==> src/rtl/burst_xfer_pkg.sv <==
package burst_xfer_pkg;
  typedef enum logic [1:0] {
    ST_IDLE  = 2'd0,
    ST_MOVE  = 2'd1,
    ST_FLUSH = 2'd2
  } xfer_state_e;
endpackage

==> src/rtl/burst_len_calc.sv <==
module burst_len_calc #(
  parameter int CNT_W = 8,
  parameter int EXP_W = 4,
  parameter int LEN_W = 24
) (
  input  logic [CNT_W-1:0] count_i,
  input  logic [EXP_W-1:0] exp_i,
  output logic [LEN_W-1:0] len_o
);
  logic [CNT_W:0] items;

  always_comb begin
    // zero count stands for the full 2^CNT_W items
    items = (count_i == '0) ? {1'b1, {CNT_W{1'b0}}} : {1'b0, count_i};
    len_o = LEN_W'(items) << exp_i;
  end
endmodule

==> src/rtl/burst_addr_ctr.sv <==
module burst_addr_ctr #(
  parameter int AW = 24
) (
  input  logic          clk,
  input  logic          rst_n,
  input  logic          load_i,
  input  logic [AW-1:0] base_i,
  input  logic          step_i,
  output logic [AW-1:0] addr_o
);
  logic [AW-1:0] addr_q, addr_d;
  logic          addr_en;

  always_comb begin
    addr_en = load_i | step_i;
    addr_d  = load_i ? base_i : addr_q + AW'(1);
  end

  always_ff @(posedge clk or negedge rst_n) begin
    if (!rst_n)       addr_q <= '0;
    else if (addr_en) addr_q <= addr_d;
  end

  assign addr_o = addr_q;
endmodule

==> src/rtl/burst_ctrl.sv <==
module burst_ctrl
  import burst_xfer_pkg::*;
#(
  parameter int LEN_W = 24
) (
  input  logic             clk,
  input  logic             rst_n,
  input  logic             start_i,
  input  logic [LEN_W-1:0] len_i,
  output logic             load_o,
  output logic             rd_o,
  output logic             wr_o,
  output logic             busy_o,
  output logic             done_o
);
  xfer_state_e      state_q, state_d;
  logic [LEN_W-1:0] rem_q, rem_d;
  logic             wr_q, wr_d;
  logic             done_q, done_d;

  always_comb begin
    state_d = state_q;
    rem_d   = rem_q;
    wr_d    = 1'b0;
    done_d  = 1'b0;
    load_o  = 1'b0;
    unique case (state_q)
      ST_IDLE: begin
        if (start_i) begin
          load_o  = 1'b1;
          rem_d   = len_i;
          state_d = ST_MOVE;
        end
      end
      ST_MOVE: begin
        wr_d  = 1'b1;
        rem_d = rem_q - LEN_W'(1);
        if (rem_q == LEN_W'(1)) state_d = ST_FLUSH;
      end
      ST_FLUSH: begin
        done_d  = 1'b1;
        state_d = ST_IDLE;
      end
      default: state_d = ST_IDLE;
    endcase
  end

  always_ff @(posedge clk or negedge rst_n) begin
    if (!rst_n) begin
      state_q <= ST_IDLE;
      rem_q   <= '0;
      wr_q    <= 1'b0;
      done_q  <= 1'b0;
    end else begin
      state_q <= state_d;
      rem_q   <= rem_d;
      wr_q    <= wr_d;
      done_q  <= done_d;
    end
  end

  assign rd_o   = (state_q == ST_MOVE);
  assign wr_o   = wr_q;
  assign busy_o = (state_q != ST_IDLE);
  assign done_o = done_q;
endmodule

==> src/rtl/burst_xfer_engine.sv <==
module burst_xfer_engine #(
  parameter int EXT_AW = 24,
  parameter int HUB_AW = 20,
  parameter int DATA_W = 8,
  parameter int CNT_W  = 8,
  parameter int EXP_W  = 4
) (
  input  logic                            clk,
  input  logic                            rst_n,
  input  logic                            start_i,
  input  logic                            dir_write_i,
  input  logic [EXT_AW-1:0]               ext_addr_i,
  input  logic [CNT_W+EXP_W+HUB_AW-1:0]   desc_i,
  output logic                            ext_rd_o,
  output logic                            ext_wr_o,
  output logic [EXT_AW-1:0]               ext_addr_o,
  output logic [DATA_W-1:0]               ext_wdata_o,
  input  logic [DATA_W-1:0]               ext_rdata_i,
  output logic                            hub_rd_o,
  output logic                            hub_wr_o,
  output logic [HUB_AW-1:0]               hub_addr_o,
  output logic [DATA_W-1:0]               hub_wdata_o,
  input  logic [DATA_W-1:0]               hub_rdata_i,
  output logic                            busy_o,
  output logic                            done_o
);
  localparam int DESC_W = CNT_W + EXP_W + HUB_AW;
  localparam int LEN_W  = CNT_W + (2 ** EXP_W);

  // asynchronous assert, synchronous release
  logic [1:0] rst_sync_q;
  logic       rst_core_n;

  always_ff @(posedge clk or negedge rst_n) begin
    if (!rst_n) rst_sync_q <= 2'b00;
    else        rst_sync_q <= {rst_sync_q[0], 1'b1};
  end
  assign rst_core_n = rst_sync_q[1];

  logic [CNT_W-1:0]  f_count;
  logic [EXP_W-1:0]  f_exp;
  logic [HUB_AW-1:0] f_hub;
  logic [LEN_W-1:0]  req_len;
  logic              load, rd_act, wr_act;
  logic              dir_q;
  logic              ext_step, hub_step;

  assign f_count = desc_i[DESC_W-1 -: CNT_W];
  assign f_exp   = desc_i[HUB_AW +: EXP_W];
  assign f_hub   = desc_i[HUB_AW-1:0];

  burst_len_calc #(.CNT_W(CNT_W), .EXP_W(EXP_W), .LEN_W(LEN_W)) u_len (
    .count_i (f_count),
    .exp_i   (f_exp),
    .len_o   (req_len)
  );

  burst_ctrl #(.LEN_W(LEN_W)) u_ctrl (
    .clk     (clk),
    .rst_n   (rst_core_n),
    .start_i (start_i),
    .len_i   (req_len),
    .load_o  (load),
    .rd_o    (rd_act),
    .wr_o    (wr_act),
    .busy_o  (busy_o),
    .done_o  (done_o)
  );

  always_ff @(posedge clk or negedge rst_core_n) begin
    if (!rst_core_n) dir_q <= 1'b0;
    else if (load)   dir_q <= dir_write_i;
  end

  // source side advances on reads, destination side on writes
  assign ext_step = dir_q ? wr_act : rd_act;
  assign hub_step = dir_q ? rd_act : wr_act;

  burst_addr_ctr #(.AW(EXT_AW)) u_ext_ctr (
    .clk    (clk),
    .rst_n  (rst_core_n),
    .load_i (load),
    .base_i (ext_addr_i),
    .step_i (ext_step),
    .addr_o (ext_addr_o)
  );

  burst_addr_ctr #(.AW(HUB_AW)) u_hub_ctr (
    .clk    (clk),
    .rst_n  (rst_core_n),
    .load_i (load),
    .base_i (f_hub),
    .step_i (hub_step),
    .addr_o (hub_addr_o)
  );

  assign ext_rd_o    = rd_act & ~dir_q;
  assign hub_rd_o    = rd_act &  dir_q;
  assign ext_wr_o    = wr_act &  dir_q;
  assign hub_wr_o    = wr_act & ~dir_q;
  assign ext_wdata_o = hub_rdata_i;
  assign hub_wdata_o = ext_rdata_i;
endmodule

==> config.mk <==
export PLATFORM = sky130hd
export DESIGN_NAME = burst_xfer_engine
export DESIGN_NICKNAME = d
export VERILOG_FILES = /design/src/rtl/burst_xfer_pkg.sv /design/src/rtl/burst_len_calc.sv /design/src/rtl/burst_addr_ctr.sv /design/src/rtl/burst_ctrl.sv /design/src/rtl/burst_xfer_engine.sv
export SDC_FILE = /design/constraint.sdc
export NUM_CORES = 1
export LEC_CHECK = 0
export BUFFER_PORTS_ARGS = -buffer_cell sky130_fd_sc_hd__buf_2
export CAP_MARGIN = 0
export CORE_UTILIZATION = 40
export DETAILED_ROUTE_END_ITERATION = 8
export SETUP_SLACK_MARGIN = 0.05
export SYNTH_ARGS = -nofsm -noshare
export SYNTH_HDL_FRONTEND = slang
export SYNTH_HIERARCHICAL = 1
export SYNTH_SLANG_ARGS = --single-unit
==> constraint.sdc <==
create_clock -name clk -period 5.6 [get_ports clk]
set_clock_uncertainty 0.15 [all_clocks]
set_input_delay 1.12 -clock clk [delete_from_list [all_inputs] [get_ports clk]]
set_output_delay 1.12 -clock clk [all_outputs]
set_load 0.05 [all_outputs]
# Word-level counts from Yosys, hierarchy flattened
# Index checks and enable logic that the tools add are counted.
[word_totals]
inputBits = 76
ff_bits = 75
out_inout_bits = 66
[op_classes]
n_reduce_logical = 6
n_mux = 14
shifts = 1
n_bitwise = 7
addsub = 3
eq_ne = 5
[ops]
columns = ["cell", "count"]
rows = [
  ["two-way mux 24 bit", 2],
  ["one-hot mux 24 bit (2 select lines)", 1],
  ["adder 24 x 1 -> 24 bit (second input constant)", 1],
  ["== test 24 x 1 -> 1 bit (second input constant)", 1],
  ["<< shifter 9 x 4 -> 24 bit", 1],
  ["subtractor 24 x 1 -> 24 bit (second input constant)", 1],
  ["adder 20 x 1 -> 20 bit (second input constant)", 1],
  ["two-way mux 20 bit", 1],
  ["two-way mux 9 bit", 1],
  ["logical NOT 8 bit", 1],
  ["two-way mux 1 bit", 6],
  ["AND 1 bit", 4],
  ["two-way mux 2 bit", 2],
  ["one-hot mux 2 bit (2 select lines)", 1],
  ["AND reduction 2 bit", 2],
  ["nonzero test 2 bit", 2],
  ["== test 2 x 1 -> 1 bit (second input constant)", 1],
  ["== test 2 bit (second input constant)", 1],
  ["logical NOT 2 bit", 1],
  ["inequality test 2 x 1 -> 1 bit (second input constant)", 1],
  ["inequality test 2 bit (second input constant)", 1],
  ["OR 1 bit", 2],
  ["NOT 1 bit", 1],
]

# Logic depth before layout (Yosys ltp)
# Gate-level depths: netlist of the first run.
[depth]
ltp_word = 5
ltp_mapped = 9
depth_no_buf = 7

# Modules after synthesis
# The synthesis of the first run kept the hierarchy.
[by_module_without_submodules]
columns = ["module", "instances", "cells_each", "area_per_inst_um2"]
rows = [
  ["burst_ctrl", 1, 171, 1602.8],
  ["burst_addr_ctr (u_ext_ctr)", 1, 154, 1355.0],
  ["burst_addr_ctr (u_hub_ctr)", 1, 131, 1258.7],
  ["burst_len_calc", 1, 90, 668.1],
  ["burst_xfer_engine", 1, 27, 265.3],
]

# Worst setup path after synthesis of the first run
# OpenSTA, ideal clock, no wires.
[synth_timing]
path_type = "input port to flip-flop"
startpoint = "input start_i"
endpoint = "register u_ext_ctr.addr_q[15] (netlist: u_ext_ctr/addr_o[15])"
n_path_buf = 4
arrival_time_ns = 3.057
slack_ns = 2.264
path_stages = 9
setup_ns = 0.129
cell_sequence = "or3b_2 clkbuf_1 inv_1 buf_1 clkbuf_1 clkinv_1 clkbuf_1 o211ai_1 nand3_1"
[synth_via]
elab_chain_cells = 3
word_cells_on_any_way = 4
classes_between = "mux: 3; bitwise: 1"
[synth_lines]
columns = ["element", "line_no", "text"]
rows = [
  ["from (decl)", "burst_xfer_engine.sv:10", "input logic start_i,"],
  ["two-way mux 1 bit *", "burst_ctrl.sv:29", "if (start_i) begin"],
  ["two-way mux 1 bit *", "burst_ctrl.sv:27", "unique case (state_q)"],
  ["named net load", "burst_xfer_engine.sv:44", "logic load, rd_act, wr_act;"],
  ["two-way mux 24 bit or OR 1 bit (tied branches)", "burst_addr_ctr.sv:16, burst_addr_ctr.sv:15", ""],
  ["to (signal assigned)", "burst_addr_ctr.sv:21", "else if (addr_en) addr_q <= addr_d;"],
  ["to (decl)", "burst_addr_ctr.sv:11", "logic [AW-1:0] addr_q, addr_d;"],
]
# The timed path passes the listed nets; every way through them passes the cells marked *.
# A chain may end at the register's enable or synchronous reset.

# Worst setup path after layout of the first run
[layout_timing]
startpoint = "register u_ctrl.state_q[1]"
endpoint = "output ext_rd_o"
[layout_via]
elab_chain_cells = 2
[layout_lines]
columns = ["element", "line_no", "text"]
rows = [
  ["from (decl)", "burst_ctrl.sv:16", "xfer_state_e state_q, state_d;"],
  ["from (signal assigned)", "burst_ctrl.sv:55", "state_q <= state_d;"],
  ["== test 2 x 1 -> 1 bit", "burst_ctrl.sv:62", "assign rd_o = (state_q == ST_MOVE);"],
  ["named net rd_act", "burst_xfer_engine.sv:44", ""],
  ["AND 1 bit", "burst_xfer_engine.sv:97", "assign ext_rd_o = rd_act & ~dir_q;"],
  ["to (decl)", "burst_xfer_engine.sv:14", "output logic ext_rd_o,"],
]
# The timed path passes the listed nets, and every way through them passes these cells.

==> impl_metrics.toml, run 1 <==
[drt]
wl_met3_um = 699
wl_met1_um = 6210
drt_iter0_markers = 433
drc = 0
viasPerCell = 5.82
dr_wl_met2_um = 6060
wire_per_inst_um = 16.0
vias = 4797
first_pass_iters = 5
top_layer = "met4"
drt-total-wl_um = 13200
ant_nets = 0

[timing]
setup_viol = 0
rsz0062_at_grt = "no"
period_needed_ps = 3560
worst_pin_slew_ps = 785
max_freq_mhz = 281
hold_viol_final = 4
fin_hold_ws_ps = -1.62
slew-limit-headroom_pct = 47.7
setup_tns_ps = 0
drv_slew = 0
fin_crit_sh_pct = 63.6

[clock_network]
cts-buffers-inserted = 9
hold_buffers = 0
cts-resized-gates = 0
cts_num_sinks = 75
cts_setup_buffers = 0
cts_root_buffer = "clkbuf_16"
clk_latency_ps = 330
cts.clk_slew.worst_paths_ps = 50
htreeDepth = 3
clk_path_buf_depth = 2
cts_tree = "built"

[finish]
areaGrowthSynthToFinish_pct = 15.1
layout.nets = 728
seq_area_um2 = 1880
num_antenna_cells = 0
multi_input_area_um2 = 2930
fillers = 1242
design_area_um2 = 5930
drive_gt1_share_pct = 26.2

[synth]
synth_largest_area_cell = "dfrtp_1"
synth_cell_types = 77
synth_top_area_share_pct = 36.4
ys_warn_count = 6
yosysSeqAreaShare_pct = 36.4
synth_ff_type = "dfrtp_1"
netlist_instances = 573
synth.area.top_cells = "dfrtp_1, nand2_1, mux2i_1"
synth_edf_count = 0
synthArstFlopShare_pct = 100
syn_nets = 653
synth-seq-cells = 75
avgSynthCellArea_um2 = 8.99
syn_area_um2 = 5150

[die]
initial_core_util_pct = 41.0
design.die.area_um2 = 13300
io_pins = 142
die_h_um = 115
num_rows = 41
die_x_um = 115
core_area_um2 = 12600

[place]
place_area_um2 = 5630
place.port_buffers = 109
gp_congestion = 0.893
hpwl_um = 9540

[pwr]
power.density_nw_per_um2 = 407
p_leak_nw = 2.38
peakVddDrop_mv = 0.149

[grt]
grt_max_degree = 63
grt_overflow_total = 0
grt_pass1_wl_um = 21200
track_usage_pct = 20.1
antenna_found_initial = 0
grt_pass1_vias = 4345

[worst_setup_path]
rr_worst_depth = 7
crit_path_start_kind = "register"
cp.required_ps = 4330
arrival_ps = 2290
r2r_setup_slack_ps = 2370
endpoint_kind = "primary output"
path_max_fanout = 13
regToRegStartpoint = "u_ctrl/state_q[1]"
criticalPathCategory = "reg -> out"
rr_endpoint = "u_ext_ctr/addr_o[22]"

[status]
violations = "negative hold slack"
status = "finished, violations left"

[flow_run]
drv_cap = 0

[min_path]
hp-class = "reg -> async"
-- layout by cell type, fill, tap and decap left out, types with 11 or more instances in the layout --
master and n:
buf_2 109, dfrtp_1 74, mux2i_1 19, nand2_1 67, nand3_1 18, nand4_1 16
nor2_1 47, nor3_1 14, o211ai_1 11, o21ai_0 35, or4_1 16, xor2_1 12
-- how the worst max path moves through the flow --
stage	startpoint	end	slack (ps)	depth (start not counted)
2_1_floorplan	start_i	u_ext_ctr/addr_o[15]	2260	9
3_3_place_gp	start_i	u_hub_ctr/addr_o[14]	1800	6
3_5_place_dp	start_i	u_hub_ctr/addr_o[12]	1760	6
4_1_cts	u_ctrl/state_q[1]	ext_rd_o	2040	4
5_1_grt	start_i	u_ext_ctr/addr_o[16]	1820	6
6_report	u_ctrl/state_q[1]	ext_rd_o	2040	4
-- registers in the layout, indices dropped and copies added, names as in the netlist --
signal,cells
u_ext_ctr/addr_o,24
u_ctrl/done_o,1
u_ctrl/wr_o,1
dir_q,1
u_ctrl/rem_q,24
rst_sync_q,2
u_hub_ctr/addr_o,20
u_ctrl/state_q,2
-- through the flow --
step | util, % | worst slack, ps | instances | total power, mW
5_1_grt | 47.2 | 1820 | 824 | 2.55
4_1_cts | 47.2 | 2040 | 824 | 2.42
6_report | 47.2 | 2040 | 824 | 2.41
2_1_floorplan | - | 2260 | 573 | 1.62
3_3_place_gp | 44.8 | 1800 | 809 | 1.81
3_5_place_dp | 44.8 | 1760 | 809 | 1.83
-- layer usage --
metal,vias up,global-route usage (%)
met1,2319,27.8
li1,2286,-
met4,0,6.84
met3,30,3.56
met5,-,0
met2,162,31.6
-- power breakdown --
| part | total, mW | internal, mW | switching (mW) |
|---|---|---|---|
| Clock | 0.583 | 0.366 | 0.216 |
| Sequential | 0.920 | 0.683 | 0.236 |
| Combinational | 0.911 | 0.285 | 0.626 |
| Total | 2.41 | 1.33 | 1.08 |
-- synth_stat cells, types with 12 or more instances --
library cell	n
o21ai_0	35
nor3_1	14
nor2_1	47
or4_1	16
dfrtp_1	75
xor2_1	12
nand4_1	16
nand2_1	67
buf_4	17
mux2i_1	19
clkbuf_1	17
nand3_1	18
-- cell families (layout without fill, tap and decap cells) --
family          Yosys count  in the layout  share of synthesized area (%)
compound gates          122            122                           16.2
xor+xnor                 21             21                           3.57
fa+ha+maj                 4              4                          0.972
buf+inv                  59            138                           6.61
flops                    75             75                           36.4
mux                      27             27                           6.17
other cells               1              1                         0.0728
simple gates            264            264                           30.0
-- layout make-up --
type / instances / share of cell area, %
clock inverter: 2 / 0.591
inverter: 12 / 0.760
multi-input combinational: 439 / 49.5
sequential: 75 / 31.7
clock buffer: 13 / 4.39
tap: 172 / 3.63
timing repair buffer: 111 / 9.46
-- worst max-delay path, cell delays in order (launching register included) --
cell,delay [ps]
dfrtp_1,370
nand2b_1,510
clkinv_1,500
and2b_2,360
buf_2,210
Note: power is estimated with default switching activity, not from simulation.
==> run 2, diff against run 1 <==
--- a/config.mk
+++ b/config.mk
@@ -9,6 +9,7 @@
 export CAP_MARGIN = 0
 export CORE_UTILIZATION = 40
 export DETAILED_ROUTE_END_ITERATION = 8
+export PLACE_DENSITY = 0.66
 export SETUP_SLACK_MARGIN = 0.05
 export SYNTH_ARGS = -nofsm -noshare
 export SYNTH_HDL_FRONTEND = slang
==> constraint.sdc (replaced) <==
create_clock -name clk -period 3.16 [get_ports clk]
set_clock_uncertainty 0.15 [all_clocks]
set_input_delay 0.632 -clock clk [delete_from_list [all_inputs] [get_ports clk]]
set_output_delay 0.632 -clock clk [all_outputs]
set_load 0.05 [all_outputs]
==> run 2 against run 1 <==
Net effect: the run now ends clean; setup slack worse by 1500 ps; count of clock-buffer cells in the layout down 2; sequential power up 78%; cell area up 1.2%; die area is the same; critical path depth up 3; first-iteration DRC count decreased by 2.8%; flip-flop and latch count did not move; clock power up 78%; largest cell class unchanged; highest routed layer unchanged.
==> impl_metrics.toml, run 2 (same netlist as run 1, synthesis figures left out) <==
[place]
place_ws_ps = 597
place.port_buffers = 109
gp_congestion = 0.890
place_area_um2 = 5690
hpwl_um = 9230
dp.cells = 814

[clock_network]
htreeDepth = 3
clk_path_buf_depth = 2
cts-buffers-inserted = 9
cts_root_buffer = "clkbuf_16"
cts.clk_slew.worst_paths_ps = 60
clk_latency_ps = 340
cts_tree = "built"
cts-resized-gates = 0
cts_num_sinks = 75
hold_buffers = 1
cts_setup_buffers = 0

[drt]
vias = 4799
ant_nets = 0
drt-total-wl_um = 13100
viasPerCell = 5.77
wire_per_inst_um = 15.7
first_pass_iters = 7
drt_iter0_markers = 421
drc = 0

[worst_setup_path]
critPathBufInv = 1
crit_path_start_kind = "register"
cp_slowest_cell = "or4_4"
arrival_ps = 2690
endpoint_kind = "register"
cp_top_family = "simple AND/OR/NAND/NOR gates"
path_max_fanout = 14
path_cells = "nand2b_1 > clkinv_1 > mux2_2 > nand3_2 > or4_4 > or4_1 > a31oi_1"
criticalPathCategory = "reg -> reg"
cp.required_ps = 3260
max_stage_delay_ps = 640

[timing]
setup_viol = 0
drv_slew = 0
slew-limit-headroom_pct = 47.5
rsz0062_at_grt = "no"
fin_hold_ws_ps = 199
setup_tns_ps = 0
worst_pin_slew_ps = 788
period_needed_ps = 2590
max_freq_mhz = 386
fin_crit_sh_pct = 82.0
fin_ws_ps = 569
hold_viol_final = 0

[grt]
grt_pass1_wl_um = 20900
grt_overflow_total = 0
grt_pass1_vias = 4347
antenna_found_initial = 0
track_usage_pct = 19.8
grt_max_degree = 86

[flow_run]
drv_cap = 0

[pwr]
peakVddDrop_mv = 0.231
p_leak_nw = 2.42
total_power_mw = 4.27
power.density_nw_per_um2 = 712

[die]
initial_core_util_pct = 41.0
die_h_um = 115
design.die.area_um2 = 13300
core_area_um2 = 12600
io_pins = 142
num_rows = 41
die_x_um = 115

[finish]
num_antenna_cells = 0
layout.nets = 734
final_cell_mix = "buf_2, dfrtp_1, nand2_1, nor2_1, o21ai_0"
final_util_pct = 47.7
design_area_um2 = 6000
areaGrowthSynthToFinish_pct = 16.5
drive_gt1_share_pct = 27.0
final_cell_count_no_fill = 831
final_common_cell = "buf_2"

[status]
status = "completed"

[min_path]
hp-class = "reg -> async"
==> run 2: final timing paths <==
kind                              startpoint                   end  slack (ps)  depth (start not counted)
setup reg to reg           u_ctrl/state_q[1]  u_ext_ctr/addr_o[19]         570                          7
setup / recovery           u_ctrl/state_q[1]  u_ext_ctr/addr_o[19]         570                          7
hold reg to reg                rst_sync_q[1]   u_ext_ctr/addr_o[2]         200                          0
max in group asynchronous      rst_sync_q[1]      u_ctrl/rem_q[11]        1950                          1
hold / removal                 rst_sync_q[1]   u_ext_ctr/addr_o[2]         200                          0
min in group clk               rst_sync_q[0]         rst_sync_q[1]         200                          0
==> run 2: layout make-up <==
class	instances	area (µm²)
Fill cell	1202	6570
Multi-Input combinational cell	439	2930
Sequential cell	75	1880
Timing Repair Buffer	117	633
Clock buffer	11	243
Tap cell	172	215
Clock inverter	5	53.8
Inverter	12	45.0
==> run 2: worst register-to-register path, cell delays in order (launching register included) <==
cell and delay, ps:
dfrtp_1 400, nand2b_1 170, clkinv_1 60, mux2_2 230, nand3_2 120, or4_4 640
or4_1 530, a31oi_1 210
==> run 2: report_power, final <==
part | switching, mW | internal [mW]
Clock | 0.406 | 0.630
Combinational | 1.09 | 0.508
Sequential | 0.425 | 1.21
==> run 2: metal layers <==
metal	global-route usage, %	vias to the layer above	wire length [µm]
li1	-	2300	-
met1	25.6	2298	5930
met2	31.5	172	6050
met3	4.24	29	735
met4	9.61	0	336
met5	0	-	0
